## config.mk

```make
export PLATFORM = sky130hd
export DESIGN_NAME = fft_io_sequencer
export DESIGN_NICKNAME = d
export VERILOG_FILES = /design/src/rtl/fio_pkg.sv /design/src/rtl/fio_edge_sync.sv /design/src/rtl/fio_byte_bank.sv /design/src/rtl/fio_glyph_drv.sv /design/src/rtl/fft_io_sequencer.sv
export SDC_FILE = /design/constraint.sdc
export NUM_CORES = 1
export LEC_CHECK = 0
export ABC_AREA = 1
export BUFFER_PORTS_ARGS = -buffer_cell sky130_fd_sc_hd__buf_2
export CORE_ASPECT_RATIO = 1.25
export CORE_MARGIN = 2
export CORE_UTILIZATION = 53
export CTS_CLUSTER_SIZE = 20
export DETAILED_ROUTE_END_ITERATION = 6
export PLACE_DENSITY = 0.91
export SYNTH_ARGS = -nofsm -noshare
export SYNTH_HDL_FRONTEND = slang
export SYNTH_SLANG_ARGS = --single-unit
```

## constraint.sdc

```tcl
create_clock -name clk -period 1.6 [get_ports clk]
set_clock_uncertainty 0.1 [all_clocks]
set_input_delay 0.08 -clock clk [delete_from_list [all_inputs] [get_ports clk]]
set_output_delay 0.08 -clock clk [all_outputs]
set_load 0.01 [all_outputs]
```

## src/rtl/fio_pkg.sv

```systemverilog
package fio_pkg;

   typedef enum logic [2:0] {
      ST_IDLE,
      ST_LOAD,
      ST_KICK,
      ST_WAIT,
      ST_SHOW
   } fio_state_e;

   typedef enum logic [1:0] {
      PH_IDLE,
      PH_LOAD,
      PH_PROC,
      PH_SHOW
   } fio_phase_e;

   // segment order {g,f,e,d,c,b,a}, active high
   localparam logic [6:0] GLY_IDLE = 7'h3F;
   localparam logic [6:0] GLY_LOAD = 7'h38;
   localparam logic [6:0] GLY_PROC = 7'h73;
   localparam logic [6:0] GLY_SHOW = 7'h5C;

endpackage

```

## src/rtl/fio_edge_sync.sv

```systemverilog
module fio_edge_sync #(
   parameter int STAGES = 2
) (
   input  logic clk,
   input  logic rst_n,
   input  logic level,
   output logic rise
);

   logic [STAGES-1:0] sync_q;
   logic              prev_q;

   if (STAGES < 2) begin : g_bad_stages
      $error("fio_edge_sync: STAGES must be at least 2");
   end

   for (genvar i = 0; i < STAGES; i++) begin : g_stage
      if (i == 0) begin : g_first
         always_ff @(posedge clk or negedge rst_n) begin
            if (!rst_n) sync_q[i] <= 1'b0;
            else        sync_q[i] <= level;
         end
      end else begin : g_next
         always_ff @(posedge clk or negedge rst_n) begin
            if (!rst_n) sync_q[i] <= 1'b0;
            else        sync_q[i] <= sync_q[i-1];
         end
      end
   end

   always_ff @(posedge clk or negedge rst_n) begin
      if (!rst_n) prev_q <= 1'b0;
      else        prev_q <= sync_q[STAGES-1];
   end

   assign rise = sync_q[STAGES-1] & ~prev_q;

endmodule

```

## src/rtl/fio_byte_bank.sv

```systemverilog
module fio_byte_bank #(
   parameter int DATA_W  = 8,
   parameter int N_BYTES = 8,
   localparam int IDX_W  = (N_BYTES > 1) ? $clog2(N_BYTES) : 1,
   localparam int VEC_W  = N_BYTES * DATA_W
) (
   input  logic              clk,
   input  logic              rst_n,
   input  logic              wr_en,
   input  logic [IDX_W-1:0]  wr_idx,
   input  logic [DATA_W-1:0] wr_byte,
   input  logic              bulk_en,
   input  logic [VEC_W-1:0]  bulk_vec,
   output logic [VEC_W-1:0]  vec
);

   if (DATA_W < 1 || N_BYTES < 1) begin : g_bad_geom
      $error("fio_byte_bank: DATA_W and N_BYTES must be positive");
   end

   for (genvar i = 0; i < N_BYTES; i++) begin : g_slot
      logic [DATA_W-1:0] slot_q;
      always_ff @(posedge clk or negedge rst_n) begin
         if (!rst_n) begin
            slot_q <= '0;
         end else if (bulk_en) begin
            slot_q <= bulk_vec[i*DATA_W +: DATA_W];
         end else if (wr_en && (wr_idx == IDX_W'(i))) begin
            slot_q <= wr_byte;
         end
      end
      assign vec[i*DATA_W +: DATA_W] = slot_q;
   end

endmodule

```

## src/rtl/fio_glyph_drv.sv

```systemverilog
module fio_glyph_drv
   import fio_pkg::*;
#(
   parameter bit ACTIVE_LOW = 1'b0
) (
   input  fio_phase_e  phase,
   output logic [6:0]  seg
);

   logic [6:0] raw;

   always_comb begin
      unique case (phase)
         PH_IDLE: raw = GLY_IDLE;
         PH_LOAD: raw = GLY_LOAD;
         PH_PROC: raw = GLY_PROC;
         PH_SHOW: raw = GLY_SHOW;
         default: raw = GLY_IDLE;
      endcase
   end

   if (ACTIVE_LOW) begin : g_low
      assign seg = ~raw;
   end else begin : g_high
      assign seg = raw;
   end

endmodule

```

## src/rtl/fft_io_sequencer.sv

```systemverilog
module fft_io_sequencer
   import fio_pkg::*;
#(
   parameter int DATA_W         = 8,
   parameter int N_PTS          = 4,
   parameter int SW_W           = 8,
   parameter int LOAD_SW        = 0,
   parameter int READ_SW        = 1,
   parameter int SYNC_STAGES    = 2,
   parameter bit SEG_ACTIVE_LOW = 1'b0
) (
   input  logic                      clk,
   input  logic                      rst_n,
   input  logic [SW_W-1:0]           mode_sw,
   input  logic [DATA_W-1:0]         bus_in,
   output logic [DATA_W-1:0]         bus_out,
   output logic [DATA_W-1:0]         bus_oe,
   output logic [6:0]                seg,
   output logic                      core_start,
   output logic [2*N_PTS*DATA_W-1:0] core_samples,
   input  logic [2*N_PTS*DATA_W-1:0] core_results,
   input  logic                      core_done
);

   localparam int N_BYTES = 2 * N_PTS;
   localparam int IDX_W   = (N_BYTES > 1) ? $clog2(N_BYTES) : 1;
   localparam int VEC_W   = N_BYTES * DATA_W;
   localparam logic [IDX_W-1:0] LAST_IDX = IDX_W'(N_BYTES - 1);

   if (N_PTS < 1 || DATA_W < 1) begin : g_bad_size
      $error("fft_io_sequencer: N_PTS and DATA_W must be positive");
   end
   if (LOAD_SW == READ_SW) begin : g_bad_sw_same
      $error("fft_io_sequencer: load and read switches must differ");
   end
   if (LOAD_SW >= SW_W || READ_SW >= SW_W || LOAD_SW < 0 || READ_SW < 0) begin : g_bad_sw_idx
      $error("fft_io_sequencer: switch index outside switch bank");
   end

   logic ld_rise;
   logic rd_rise;
   logic unused_sw;

   assign unused_sw = ^mode_sw;

   fio_edge_sync #(.STAGES(SYNC_STAGES)) u_ld_sync (
      .clk   (clk),
      .rst_n (rst_n),
      .level (mode_sw[LOAD_SW]),
      .rise  (ld_rise)
   );

   fio_edge_sync #(.STAGES(SYNC_STAGES)) u_rd_sync (
      .clk   (clk),
      .rst_n (rst_n),
      .level (mode_sw[READ_SW]),
      .rise  (rd_rise)
   );

   fio_state_e       st_q;
   logic [IDX_W-1:0] wr_idx_q;
   logic [IDX_W-1:0] rd_idx_q;
   logic             accepting;
   logic             take_res;
   logic             showing;

   assign accepting = (st_q == ST_IDLE) || (st_q == ST_LOAD);
   assign take_res  = (st_q == ST_WAIT) && core_done;
   assign showing   = (st_q == ST_SHOW);

   always_ff @(posedge clk or negedge rst_n) begin
      if (!rst_n) begin
         st_q     <= ST_IDLE;
         wr_idx_q <= '0;
         rd_idx_q <= '0;
      end else begin
         unique case (st_q)
            ST_IDLE, ST_LOAD: begin
               if (ld_rise) begin
                  if (wr_idx_q == LAST_IDX) begin
                     st_q     <= ST_KICK;
                     wr_idx_q <= '0;
                  end else begin
                     st_q     <= ST_LOAD;
                     wr_idx_q <= wr_idx_q + 1'b1;
                  end
               end
            end
            ST_KICK: begin
               st_q <= ST_WAIT;
            end
            ST_WAIT: begin
               if (core_done) begin
                  st_q     <= ST_SHOW;
                  rd_idx_q <= '0;
               end
            end
            ST_SHOW: begin
               if (rd_rise) begin
                  if (rd_idx_q == LAST_IDX) begin
                     st_q     <= ST_IDLE;
                     rd_idx_q <= '0;
                  end else begin
                     rd_idx_q <= rd_idx_q + 1'b1;
                  end
               end
            end
            default: begin
               st_q <= ST_IDLE;
            end
         endcase
      end
   end

   fio_byte_bank #(.DATA_W(DATA_W), .N_BYTES(N_BYTES)) u_load_bank (
      .clk      (clk),
      .rst_n    (rst_n),
      .wr_en    (ld_rise && accepting),
      .wr_idx   (wr_idx_q),
      .wr_byte  (bus_in),
      .bulk_en  (1'b0),
      .bulk_vec ({VEC_W{1'b0}}),
      .vec      (core_samples)
   );

   logic [VEC_W-1:0] res_vec;

   fio_byte_bank #(.DATA_W(DATA_W), .N_BYTES(N_BYTES)) u_res_bank (
      .clk      (clk),
      .rst_n    (rst_n),
      .wr_en    (1'b0),
      .wr_idx   ({IDX_W{1'b0}}),
      .wr_byte  ({DATA_W{1'b0}}),
      .bulk_en  (take_res),
      .bulk_vec (core_results),
      .vec      (res_vec)
   );

   fio_phase_e phase;

   always_comb begin
      unique case (st_q)
         ST_IDLE:          phase = PH_IDLE;
         ST_LOAD:          phase = PH_LOAD;
         ST_KICK, ST_WAIT: phase = PH_PROC;
         ST_SHOW:          phase = PH_SHOW;
         default:          phase = PH_IDLE;
      endcase
   end

   fio_glyph_drv #(.ACTIVE_LOW(SEG_ACTIVE_LOW)) u_glyph (
      .phase (phase),
      .seg   (seg)
   );

   assign core_start = (st_q == ST_KICK);
   assign bus_oe     = {DATA_W{showing}};
   assign bus_out    = showing ? res_vec[rd_idx_q*DATA_W +: DATA_W] : '0;

endmodule

```

==> metrics.md <==
| Metric | Value |
|---|---|
| Status | `complete, but fails checks` |
| Failing checks | `setup timing` |
| Max Root-Sink Buffers | `2` |
| Final Cell Area | `9720 um2` |
| EDFF count, synth | `0` |
| Initial drt markers | `431` |
| Yosys reg bits | `143` |
| Top cells by count, synth | `177 x nand2_1, 143 x dfrtp_1, 93 x nor2_1, 84 x inv_1, 56 x a21oi_1` |
| DR DRC count | `0` |
| Minimum clock period | `1.97 ns` |
| Total wire length | `23.6 mm` |
| Distinct cells, synth | `27` |
| Hold violation total from the final report | `0` |
| Initial core utilization | `0.540` |
| Global route overflow | `0` |
| Number of cells in the design after placement | `1,052` |
| Worst setup margin | `-0.373 ns` |
| RSZ-0062 raised after global routing | `true` |
| Final Non-Filler Cells | `1,194` |
| IR drop worst, VDD | `1350 uV` |
| Synth area leader | `dfrtp_1` |
| CTS sink count | `143` |
| Synth Warn # | `0` |
| Slew Viols, Final | `0` |
| Syn Inst Count | `749` |
| Routed vias | `6,737` |
| Critical path launch point type | `flop` |
| Die area | `13,200 um2` |
| CP required | `1.42 ns` |
| Setup violators final | `73` |
| Leakage power | `4.89 nW` |
| DP Wirelength | `11.8 mm` |
| Row Count | `45` |
| Crit Path Category | `reg2out` |
| # diodes | `0` |
| CTS tree | `built` |
| DR vias/cell | `5.64` |
| Core ar. | `12,000 um2` |
| Power Dens Cells | `1560 nW/um2` |
| CP Max Fanout | `12` |
| Proportion of layout cells with a drive suffix above 1 | `0.349` |
| Placer Congestion | `0.845` |
| Tcrit/Tclk final | `1.23` |
| Register clock-pin slew on the reported worst setup and hold paths | `0.07 ns` |
| Ys flop type | `dfrtp_1` |
| Mapped Nets | `842` |
| # H-tree levels | `4` |
| IO Pins | `171` |
| GRT Total Usage | `0.304` |
| Num CTS Buffers | `17` |
| Clock root buffer | `clkbuf_16` |
| Hold Path Class | `in2reg` |
| Vias in the first global route | `6,372` |
| Asr flop ratio synth | `1.00` |
| DIE WIDTH | `103 um` |
| Top-area cell type share of the netlist area | `0.550` |
| Top-count cell post-synth | `nand2_1` |
| Fmax | `0.507 GHz` |
| Max_cap viols | `0` |
| Max transition margin | `0.637` |
| Worst-margin pin slew | `0.544 ns` |
| Avg Synthesized Cell Area | `8.68 um2` |
| Area after DPL | `7450 um2` |
| Post-Syn Area | `6500 um2` |
| TritonRoute pass-1 iters | `7` |
| Fillcell total | `608` |
| PortBufs | `163` |
| Worst setup EP type | `output pin` |
| Post-route ant nets | `0` |
| Synth area leaders | `dfrtp_1 55%, nand2_1 10%, nor2_1 5.4%, inv_1 4.8%, a21oi_1 4.3%` |
| Initial antenna violation count | `0` |
| Data arrival, critical path | `1.79 ns` |
| Die Ht | `128 um` |
| # nets final | `1,110` |
| Area Overhead vs Synth | `49.4%` |
| Wire length per cell | `19.7 um` |
| Pin count of the biggest net entering global routing | `58` |
| Sequential share of the synthesized area | `0.550` |
| First-pass GRT wire length | `30.5 mm` |
| Core Util, Final | `0.806` |
| Clock Latency Late Sink | `0.43 ns` |
-- power by group --
part / internal, mW / total (mW) / switching [mW]
clock network: 2.07 / 3.85 / 1.79
registers: 4.69 / 5.50 / 0.805
logic: 2.35 / 5.79 / 3.44
total: 9.11 / 15.1 / 6.03
-- cells by family (layout without fill, tap and decap cells) --
family	count (synthesis)	after routing	synth area share
other cells	1	1	0.000577
flops	143	143	0.550
compound gates	130	130	0.108
fa+ha+maj	10	10	0.0192
simple gates	333	341	0.219
buf+inv	132	405	0.103
-- path summary, 6_finish.rpt --
path | endpoint | cells after the start | from | slack (ns)
max | bus_out[2] | 8 | rd_idx_q[0]$_DFFE_PN0P_ | -0.37
min | u_load_bank.g_slot[2].slot_q[5]$_DFFE_PN0P_ | 3 | bus_in[5] | 0.03
max reg2reg | st_q[1]$_DFFE_PN0P_ | 6 | wr_idx_q[0]$_DFFE_PN0P_ | -0.20
min reg2reg | u_rd_sync.sync_q[1]$_DFF_PN0_ | 0 | u_rd_sync.sync_q[0]$_DFF_PN0_ | 0.25
max in group asynchronous | u_load_bank.g_slot[7].slot_q[7]$_DFFE_PN0P_ | 3 | rst_n | 0.75
min in group asynchronous | u_res_bank.g_slot[6].slot_q[7]$_DFFE_PN0P_ | 2 | rst_n | 0.08
-- state kept, by name (all words and copies together), names as in the netlist --
register and cells:
u_rd_sync.sync_q 2, u_load_bank.g_slot.slot_q 64, u_res_bank.g_slot.slot_q 64, u_ld_sync.sync_q 2
u_ld_sync.prev_q 1, rd_idx_q 3, u_rd_sync.prev_q 1, wr_idx_q 3
st_q 3
-- layout by cell type, fill, tap and decap left out, types with 4 or more instances in the layout --
master         netlist  layout
nor2_1              93      86
dlygate4sd3_1        0      71
buf_4               10      23
buf_6               14      26
nand3_4              4      12
buf_8                0       4
buf_2                9     149
nand3_1             46      40
nand2_8              0       5
ha_2                 0       5
dfrtp_1            143     140
inv_8                0       6
inv_2                0       6
nand2_2              3      25
clkinvlp_4           0       4
clkbuf_16            0      21
nand2_4              2       8
nand2_1            177     146
o21ai_2             13      23
a21oi_1             56      55
o21ai_0             40      18
inv_1               84      75
buf_12               1       7
nand3_2              2       6
nor2_2               1       6
o21ai_1             20      31
inv_6                0       5
ha_1                10       4
-- metrics by stage --
stage,setup slack [ns],TNS (ns),total power [mW],hold slack (ns)
5_1_grt,-0.405,-12.40,15.8,0.0365
6_report,-0.373,-7.44,15.1,0.0261
3_5_place_dp,-0.0473,-0.259,9.58,-0.0365
4_1_cts,-0.252,-3.71,13.9,0.00545
2_1_floorplan,0.0932,0,7.79,-0.316
3_3_place_gp,0.0259,0,9.34,-0.0333
-- critical path: stages, from the launching register on --
cell and delay [ns]:
dfrtp_2 0.48, inv_4 0.08, buf_12 0.15, nand2_1 0.11
nand3_1 0.10, nand3_1 0.10, nand2_1 0.08, nor2_1 0.10
buf_2 0.16
-- metal layers --
metal	GRT usage	wire length (um)	vias to the layer above
li1	-	-	2905
met1	0.332	7730	3209
met2	0.529	12200	497
met3	0.0851	2280	126
met4	0.156	1320	0
met5	0	0	-
-- cell type report --
| class | count | area [um2] | area share |
|---|---|---|---|
| inverters | 85 | 343 | 0.0353 |
| well taps | 164 | 205 | 0.0211 |
| flip-flops and latches | 143 | 3580 | 0.369 |
| clock inverters | 15 | 143 | 0.0147 |
| multi-input cells | 482 | 2710 | 0.279 |
| repair buffers | 286 | 2280 | 0.234 |
| clock buffers | 17 | 425 | 0.0438 |
| repair inverters | 2 | 32.5 | 0.00335 |
-- what timing repair did --
action	CTS	global route
pin swaps	5	22
setup endpoints to repair	43	95
gates cloned	2	13
endpoints found under the hold margin	219	0
gates resized for setup	37	132
hold buffers	71	0
buffers inserted	9	15
No activity file was read; power rests on OpenSTA's default activity.
